--- config.mk ---
export PLATFORM = sky130hd
export DESIGN_NAME = flash_boot_guard
export DESIGN_NICKNAME = d
export VERILOG_FILES = /design/src/rtl/fbg_pkg.sv /design/src/rtl/fbg_sync.sv /design/src/rtl/fbg_csr.sv /design/src/rtl/fbg_remap.sv /design/src/rtl/fbg_wgate.sv /design/src/rtl/flash_boot_guard.sv
export SDC_FILE = /design/constraint.sdc
export NUM_CORES = 1
export LEC_CHECK = 0
export BUFFER_PORTS_ARGS = -buffer_cell sky130_fd_sc_hd__buf_2
export CORE_MARGIN = 5
export CORE_UTILIZATION = 31
export DETAILED_ROUTE_END_ITERATION = 7
export HOLD_SLACK_MARGIN = 0.06
export PLACE_DENSITY = 0.83
export SLEW_MARGIN = 20
export SYNTH_ARGS = -nofsm -noshare
export SYNTH_HDL_FRONTEND = slang
export SYNTH_SLANG_ARGS = --single-unit
--- constraint.sdc ---
create_clock -name clk -period 1.15 [get_ports clk]
set_input_delay 0.0575 -clock clk [delete_from_list [all_inputs] [get_ports clk]]
set_output_delay 0.0575 -clock clk [all_outputs]
set_load 0.01 [all_outputs]
--- src/rtl/fbg_pkg.sv ---
package fbg_pkg;
  localparam int CSR_W      = 8;
  localparam int BIT_SWP    = 0;
  localparam int BIT_OVR    = 1;
  localparam int BIT_HW     = 2;
  localparam int BIT_BSEL   = 3;
  localparam int NUM_SW     = 2;
  localparam int SW_HW_IDX  = 0;
  localparam int SW_BS_IDX  = 1;

  typedef struct packed {
    logic swp;
    logic ovr;
  } ctl_t;
endpackage

--- src/rtl/fbg_sync.sv ---
module fbg_sync #(
  parameter int N = 2
) (
  input  logic         clk,
  input  logic         rst_n,
  input  logic [N-1:0] d_i,
  output logic [N-1:0] q_o
);
  logic [N-1:0] s1_q;
  logic [N-1:0] s2_q;

  for (genvar g = 0; g < N; g++) begin : g_bit
    always_ff @(posedge clk or negedge rst_n) begin
      if (!rst_n) begin
        s1_q[g] <= 1'b0;
        s2_q[g] <= 1'b0;
      end else begin
        s1_q[g] <= d_i[g];
        s2_q[g] <= s1_q[g];
      end
    end
  end

  assign q_o = s2_q;
endmodule

--- src/rtl/fbg_csr.sv ---
module fbg_csr
  import fbg_pkg::*;
(
  input  logic             clk,
  input  logic             rst_n,
  input  logic             sel_i,
  input  logic             wr_i,
  input  logic [CSR_W-1:0] wdata_i,
  input  logic             hw_s_i,
  input  logic             bs_s_i,
  output logic [CSR_W-1:0] rdata_o,
  output ctl_t             ctl_o
);
  ctl_t ctl_q;
  ctl_t ctl_d;
  logic ctl_en;
  logic [CSR_W-1:0] view;
  logic unused_wdata;

  assign unused_wdata = ^wdata_i[CSR_W-1:2];
  assign ctl_en = sel_i & wr_i;

  always_comb begin
    ctl_d = ctl_q;
    if (ctl_en) begin
      ctl_d.swp = wdata_i[BIT_SWP];
      ctl_d.ovr = wdata_i[BIT_OVR];
    end
  end

  always_ff @(posedge clk or negedge rst_n) begin
    if (!rst_n) begin
      ctl_q.swp <= 1'b1;
      ctl_q.ovr <= 1'b0;
    end else if (ctl_en) begin
      ctl_q <= ctl_d;
    end
  end

  always_comb begin
    view           = '0;
    view[BIT_SWP]  = ctl_q.swp;
    view[BIT_OVR]  = ctl_q.ovr;
    view[BIT_HW]   = hw_s_i;
    view[BIT_BSEL] = bs_s_i;
  end

  assign rdata_o = sel_i ? view : '0;
  assign ctl_o   = ctl_q;
endmodule

--- src/rtl/fbg_remap.sv ---
module fbg_remap #(
  parameter int ADDR_W     = 27,
  parameter int REGION_LSB = 20
) (
  input  logic [ADDR_W-1:0] addr_i,
  input  logic              swap_i,
  output logic [ADDR_W-1:0] addr_o
);
  localparam int WIN_LSB = REGION_LSB + 1;

  logic in_window;

  assign in_window = &addr_i[ADDR_W-1:WIN_LSB];

  always_comb begin
    addr_o = addr_i;
    if (in_window && swap_i) begin
      addr_o[REGION_LSB] = ~addr_i[REGION_LSB];
    end
  end
endmodule

--- src/rtl/fbg_wgate.sv ---
module fbg_wgate (
  input  logic req_i,
  input  logic wr_i,
  input  logic hw_s_i,
  input  logic swp_i,
  output logic we_o,
  output logic oe_o
);
  logic locked;

  assign locked = hw_s_i | swp_i;
  assign we_o   = req_i & wr_i & ~locked;
  assign oe_o   = req_i & ~wr_i;
endmodule

--- src/rtl/flash_boot_guard.sv ---
module flash_boot_guard
  import fbg_pkg::*;
#(
  parameter int ADDR_W     = 27,
  parameter int REGION_LSB = 20
) (
  input  logic              clk,
  input  logic              rst_n,
  input  logic              hw_wp_sw_i,
  input  logic              boot_sel_sw_i,
  input  logic              csr_sel_i,
  input  logic              csr_wr_i,
  input  logic [CSR_W-1:0]  csr_wdata_i,
  output logic [CSR_W-1:0]  csr_rdata_o,
  input  logic              host_req_i,
  input  logic              host_wr_i,
  input  logic [ADDR_W-1:0] host_addr_i,
  output logic [ADDR_W-1:0] flash_addr_o,
  output logic              flash_we_o,
  output logic              flash_oe_o,
  output logic              host_ack_o
);
  logic rst_s1_q;
  logic rst_s2_q;
  logic rst_int_n;

  always_ff @(posedge clk or negedge rst_n) begin
    if (!rst_n) begin
      rst_s1_q <= 1'b0;
      rst_s2_q <= 1'b0;
    end else begin
      rst_s1_q <= 1'b1;
      rst_s2_q <= rst_s1_q;
    end
  end
  assign rst_int_n = rst_s2_q;

  logic [NUM_SW-1:0] sw_raw;
  logic [NUM_SW-1:0] sw_s;
  logic hw_s;
  logic bs_s;
  ctl_t ctl;
  logic swap_en;
  logic ack_d;
  logic ack_q;

  assign sw_raw[SW_HW_IDX] = hw_wp_sw_i;
  assign sw_raw[SW_BS_IDX] = boot_sel_sw_i;

  fbg_sync #(.N(NUM_SW)) u_sync (
    .clk   (clk),
    .rst_n (rst_int_n),
    .d_i   (sw_raw),
    .q_o   (sw_s)
  );

  assign hw_s = sw_s[SW_HW_IDX];
  assign bs_s = sw_s[SW_BS_IDX];

  fbg_csr u_csr (
    .clk     (clk),
    .rst_n   (rst_int_n),
    .sel_i   (csr_sel_i),
    .wr_i    (csr_wr_i),
    .wdata_i (csr_wdata_i),
    .hw_s_i  (hw_s),
    .bs_s_i  (bs_s),
    .rdata_o (csr_rdata_o),
    .ctl_o   (ctl)
  );

  assign swap_en = bs_s & ~ctl.ovr;

  fbg_remap #(.ADDR_W(ADDR_W), .REGION_LSB(REGION_LSB)) u_remap (
    .addr_i (host_addr_i),
    .swap_i (swap_en),
    .addr_o (flash_addr_o)
  );

  fbg_wgate u_wgate (
    .req_i  (host_req_i),
    .wr_i   (host_wr_i),
    .hw_s_i (hw_s),
    .swp_i  (ctl.swp),
    .we_o   (flash_we_o),
    .oe_o   (flash_oe_o)
  );

  assign ack_d = host_req_i;

  always_ff @(posedge clk or negedge rst_int_n) begin
    if (!rst_int_n) ack_q <= 1'b0;
    else            ack_q <= ack_d;
  end

  assign host_ack_o = ack_q;
endmodule

==> run metrics, run 1 <==
Final Skew about 0.0006 ns; met1 usage in global routing slightly below 5%; max_cap viols 0; Arr. time, crit path between 1 and 1.5 ns; core area 1730 um2; Avg Inst Size Synth a little over 10 um2; Reg-to-Reg Start u_csr.ctl_o[0]$_DFFE_PN0P_; Max Clk Rate between 800 and 900 MHz; Port Buf Inserts 30; Yosys top cell by area buf_4; status complete, but fails checks; FF-to-FF path depth 2; RD Place Congestion slightly above 0.6; setup_tns -0.0756 ns; die area between 2000 and 3000 um2; Fin. Hold Viols 0; fin nets ~110; leakage between 0.0003 and 0.0004 uW; Antenna diodes 0; worst min path class register to asynchronous set/reset pin; critical path's top delay family flip-flops; Stages on worst setup path 4; internal reg-to-reg setup slack approximately 0.29 ns; Die Height ~53 um; pwr dens between 1000 and 1500 nW/um2; GRT met3 Usage 4.56%; Die Wd roughly 53 um; clock latency on the worst-skew pair between 0.2 and 0.3 ns; Remaining DRCs 0; #FFs+latches synth 9; R2R Path End u_csr.ctl_o[0]$_DFFE_PN0P_; WL/cell between 9 and 10 um; Cell Int Power ~560 uW; GR Overflow Total 0; antenna violations before repair 0; H-tree depth 1; clock share of power between 30% and 40%; design area between 600 and 700 um2; CP max stage cell dfrtp_1; Rows 15; Syn Inst Count 55; vias in the first global route roughly 350; I/O Pins 81; CTS clock-pin slew for the worst setup and hold paths roughly 0.06 ns; Sw Ratio around 23%; clk sinks 9; root buffer cell clkbuf_4; CP max FO 2; first-pass GRT wire length around 1300 um; Worst IR Drop VDD approximately 660 uV; largest net degree at the start of global routing 8; worst hold slack about 0.10 ns; GRT Resource Usage Total approximately 6.4%; Seq pwr share slightly below 50%; CP Class register to output port; fin crit period around 1.2 ns; met2 Track Usage GR between 10% and 20%; Max Transition Viols Final 0; CP Launch Type register; switching power around 170 uW; biggest cell delay along the critical path around 0.37 ns; via count 346; Cell variety after synth 15; Buf/Inv on CP 1; final setup margin -0.0756 ns; sequential-to-total area share from yosys stat about two fifths; via density per instance between 3 and 4; top cell type's share of synthesized area 39.9%; dominant cells by area after synthesis buf_4 40%, dfrtp_1 35%, mux2_4 5.3%; initial core utilization 32.7%; worst slack at placement 0.137 ns; drt pass-1 iters 1; Final Setup Violations 1; CTS tree built; Area Growth Syn to Fin 10.9%; drt initial violations 0; layout cell share with drive strength beyond 1 56.5%; failing checks negative setup slack; Most Crowded Layer GR met2; final wirelength 928 um; CTS Buf Count 3; antenna violation net count after detailed routing 0; Mapped Area approximately 560 um2; Area after DPL ~530 um2; CP Capture Type output port; CP required between 1 and 1.5 ns; critical path launch point u_csr.ctl_o[0]$_DFFE_PN0P_; final period utilization 107%; YS warnings 0; Gate power share between 15 and 20%; RSZ-0062 raised after global routing true; CTS max path bufs 2; worst path cell trace nand4b_1, nor2_1, xor2_1, buf_2; Worst Setup EP flash_addr_o[20]
==> layer usage <==
layer	up-vias	wire, um	share of wire, %
met5	-	0	0
met4	0	4	0.43
met3	2	176	19
met2	35	448	48
met1	144	300	32
li1	165	-	-
==> metrics by stage <==
step | utilization (%) | total power, uW | std cells
final | 36.2 | 725 | 94
after global routing | 36.2 | 769 | 94
after CTS | 36.2 | 739 | 94
after detailed placement | 30.8 | 484 | 83
after global placement | 30.8 | 481 | 83
after floorplan | - | 513 | 58
==> logic make-up after synthesis <==
logic type                share of synthesized area (%)
buffers and inverters                              39.9
other                                              1.33
muxes                                              5.32
xor gates and xnor gates                           1.55
DFF                                                40.1
and+or+nand+nor                                    11.8
==> worst min path at each step <==
| stage | slack [ns] | endpoint | from |
|---|---|---|---|
| final | 0.10 | u_sync.s1_q[1]$_DFF_PN0_ | rst_int_n$_DFF_PN0_ |
| after global routing | 0.12 | rst_s1_q$_DFF_PN0_ | rst_n |
| after CTS | 0.10 | rst_s1_q$_DFF_PN0_ | rst_n |
| after detailed placement | -0.16 | rst_s1_q$_DFF_PN0_ | rst_n |
| after global placement | -0.16 | rst_s1_q$_DFF_PN0_ | rst_n |
| after floorplan | -0.24 | rst_int_n$_DFF_PN0_ | rst_n |
==> cells in the final DEF, fill, tap and decap left out <==
cell type / count
xor2_1: 1
nand4b_1: 1
conb_1: 5
nand2_2: 1
clkbuf_1: 1
dfrtp_1: 8
nor2b_1: 1
nor3_1: 1
mux2_4: 2
and2_2: 1
nor2_1: 1
dlygate4sd3_1: 6
buf_2: 30
clkbuf_4: 3
nand4_1: 1
dfstp_2: 1
buf_4: 1
nand2_1: 1
and2_1: 3
==> synth_stat cells <==
library cell,number
nor2b_1,1
mux2_4,2
buf_4,30
xor2_1,1
conb_1,2
nor3_1,1
nand4_1,1
and2_2,1
and2_1,3
nor2_1,1
nand4b_1,1
nand2_1,1
dfstp_2,1
dfrtp_1,8
nand2_2,1
==> timing repair <==
action / in CTS / in global routing
gates resized for setup: 0 / 0
hold buffers: 6 / 0
hold endpoints to repair: 7 / 0
pin swaps: 2 / 0
endpoints found under the setup margin: 1 / 1
setup buffers: 1 / 0
==> final cells by class <==
type	count	area [um2]
well taps	25	31.3
repair buffers	37	218
flip-flops and latches	9	226
fillers	197	1100
multi-input cells	19	124
clock buffers	4	26.3
==> registers in the layout, indices dropped and copies added (netlist names) <==
signal       cells
host_ack_o       1
rst_int_n        1
u_sync.q_o       2
rst_s1_q         1
u_sync.s1_q      2
u_csr.ctl_o      2
==> power groups by stage <==
stage               clock (uW)  sequential, uW  combinational [uW]
detailed placement           0             365                 119
global route               253             360                 156
global placement             0             363                 118
CTS                        237             358                 143
finish                     227             357                 142
floorplan                    0             361                 152
No activity file was read; power rests on OpenSTA's default activity.
==> run 2: changes to the inputs <==
Settings changed: CELL_PAD_IN_SITES_DETAIL_PLACEMENT from default to 0, CELL_PAD_IN_SITES_GLOBAL_PLACEMENT from default to 1, CORE_UTILIZATION 31 to 19, PLACE_DENSITY 0.83 to default, PLACE_DENSITY_LB_ADDON from default to 0.1.
==> run 2 against run 1 <==
Net effect:
- hold slack better by 0.0044 ns
- sequential power hardly changed
- final area is 4.6% higher
- routed wire length is 17% higher
- the flow still finishes with violations (negative setup slack)
- critical endpoint unchanged
- critical path type unchanged
- clock-buffer cell count stayed put
- via count stayed put
- critical path depth stayed put
- largest power group unchanged
==> run metrics, run 2 (synthesis gave the netlist of run 1 again) <==
CP Class register to output port; drt initial violations 3; CP required 1.09 ns; clk sinks 9; largest net degree at the start of global routing 8; via count 346; final setup margin -0.0978 ns; WL/cell roughly 11 um; Final Skew between 0.0015 and 0.002 ns; CTS clock-pin slew for the worst setup and hold paths 0.06 ns; Max Transition Viols Final 0; setup_tns -0.0978 ns; GR Overflow Total 0; Die Height between 60 and 70 um; RD Place Congestion ~0.56; Fin. Hold Viols 0; RSZ-0062 raised after global routing true; Rows 19; pwr dens about 1100 nW/um2; most frequent cells in the layout 28 x buf_2, 8 x dfrtp_1, 6 x dlygate4sd3_1; root buffer cell clkbuf_4; GRT Resource Usage Total about 5.2%; H-tree depth 1; drt pass-1 iters 4; status complete, but fails checks; layout cell share with drive strength beyond 1 59.4%; die area ~4200 um2; fin util between 20% and 30%; Max Clk Rate 801 MHz; max_cap viols 0; first-pass GRT wire length around 1700 um; final wirelength roughly 1100 um; vias in the first global route 389; failing checks negative setup slack; most common cell after layout, fill and taps aside buf_2; Port Buf Inserts 30; CP Launch Type register; CP max FO 2; worst min path class register to asynchronous set/reset pin; CP Capture Type output port; Die Wd 64.5 um; final period utilization 109%; antenna violation net count after detailed routing 0; I/O Pins 81; CTS Buf Count 3; leakage approximately 0.00034 uW; initial core utilization about a fifth; Antenna diodes 0; Worst IR Drop VDD about 740 uV; CTS tree built; Area Growth Syn to Fin 16.0%; fin crit period approximately 1.2 ns; Final Setup Violations 1; fin nets about 110; post-DP HPWL ~900 um; antenna violations before repair 0; Arr. time, crit path around 1.2 ns; via density per instance around 3.5; CTS max path bufs 2; clock latency on the worst-skew pair roughly 0.25 ns; core area between 2000 and 3000 um2; Remaining DRCs 0
==> run 2: per-stage QoR <==
stage | power [uW] | hold slack (ns) | instance area (um2) | instances | setup slack, ns
after floorplan | 513 | -0.238 | 576 | 58 | 0.214
after global placement | 487 | -0.155 | 539 | 89 | 0.118
after detailed placement | 487 | -0.153 | 539 | 89 | 0.108
after CTS | 755 | 0.104 | 633 | 100 | -0.145
after global routing | 822 | 0.115 | 654 | 100 | -0.255
final | 751 | 0.109 | 654 | 100 | -0.0978
==> run 2: worst max-delay path, cell delays in order (launching register included) <==
cell	delay, ns
dfrtp_1	0.37
nand4b_1	0.17
nor2_1	0.12
xor2_1	0.14
buf_2	0.14
==> run 2: final cells by class <==
cell class              count  area (um2)
multi-input cells          19         133
repair buffers             37         230
fillers                   311        2150
well taps                  31        38.8
flip-flops and latches      9         226
clock buffers               4        26.3
==> run 2: layer usage <==
layer	wire length, um	part of all wire [%]	track usage (%)
met5	0	0	0
met4	10	0.92	0.792
met2	488	45	8.76
met3	165	15	4.15
met1	417	39	5.27
==> run 2: path summary, 6_finish.rpt <==
check | start | endpoint | slack, ns | cells after the start
max | u_csr.ctl_o[0]$_DFFE_PN0P_ | flash_addr_o[20] | -0.1 | 4
min | rst_int_n$_DFF_PN0_ | host_ack_o$_DFF_PN0_ | 0.11 | 0
max reg2reg | u_csr.ctl_o[0]$_DFFE_PN0P_ | u_csr.ctl_o[0]$_DFFE_PN0P_ | 0.28 | 2
min reg2reg | rst_int_n$_DFF_PN0_ | host_ack_o$_DFF_PN0_ | 0.11 | 0
max in group asynchronous | rst_int_n$_DFF_PN0_ | u_csr.ctl_o[1]$_DFFE_PN1P_ | 0.77 | 0
min in group clk | host_addr_i[0] | flash_addr_o[0] | 0.12 | 0
==> run 2: what timing repair did <==
action	in CTS	in global routing
hold buffers	6	0
endpoints found under the hold margin	7	0
setup endpoints to repair	1	4
setup buffers	1	0
resized for setup	0	5
pin swaps	2	0
==> run 2: power breakdown <==
part / internal [uW] / total (uW) / switching, uW
Clock: 133 / 233 / 99.9
Combinational: 96.1 / 158 / 62.2
Sequential: 344 / 359 / 15.5
Total: 573 / 751 / 178
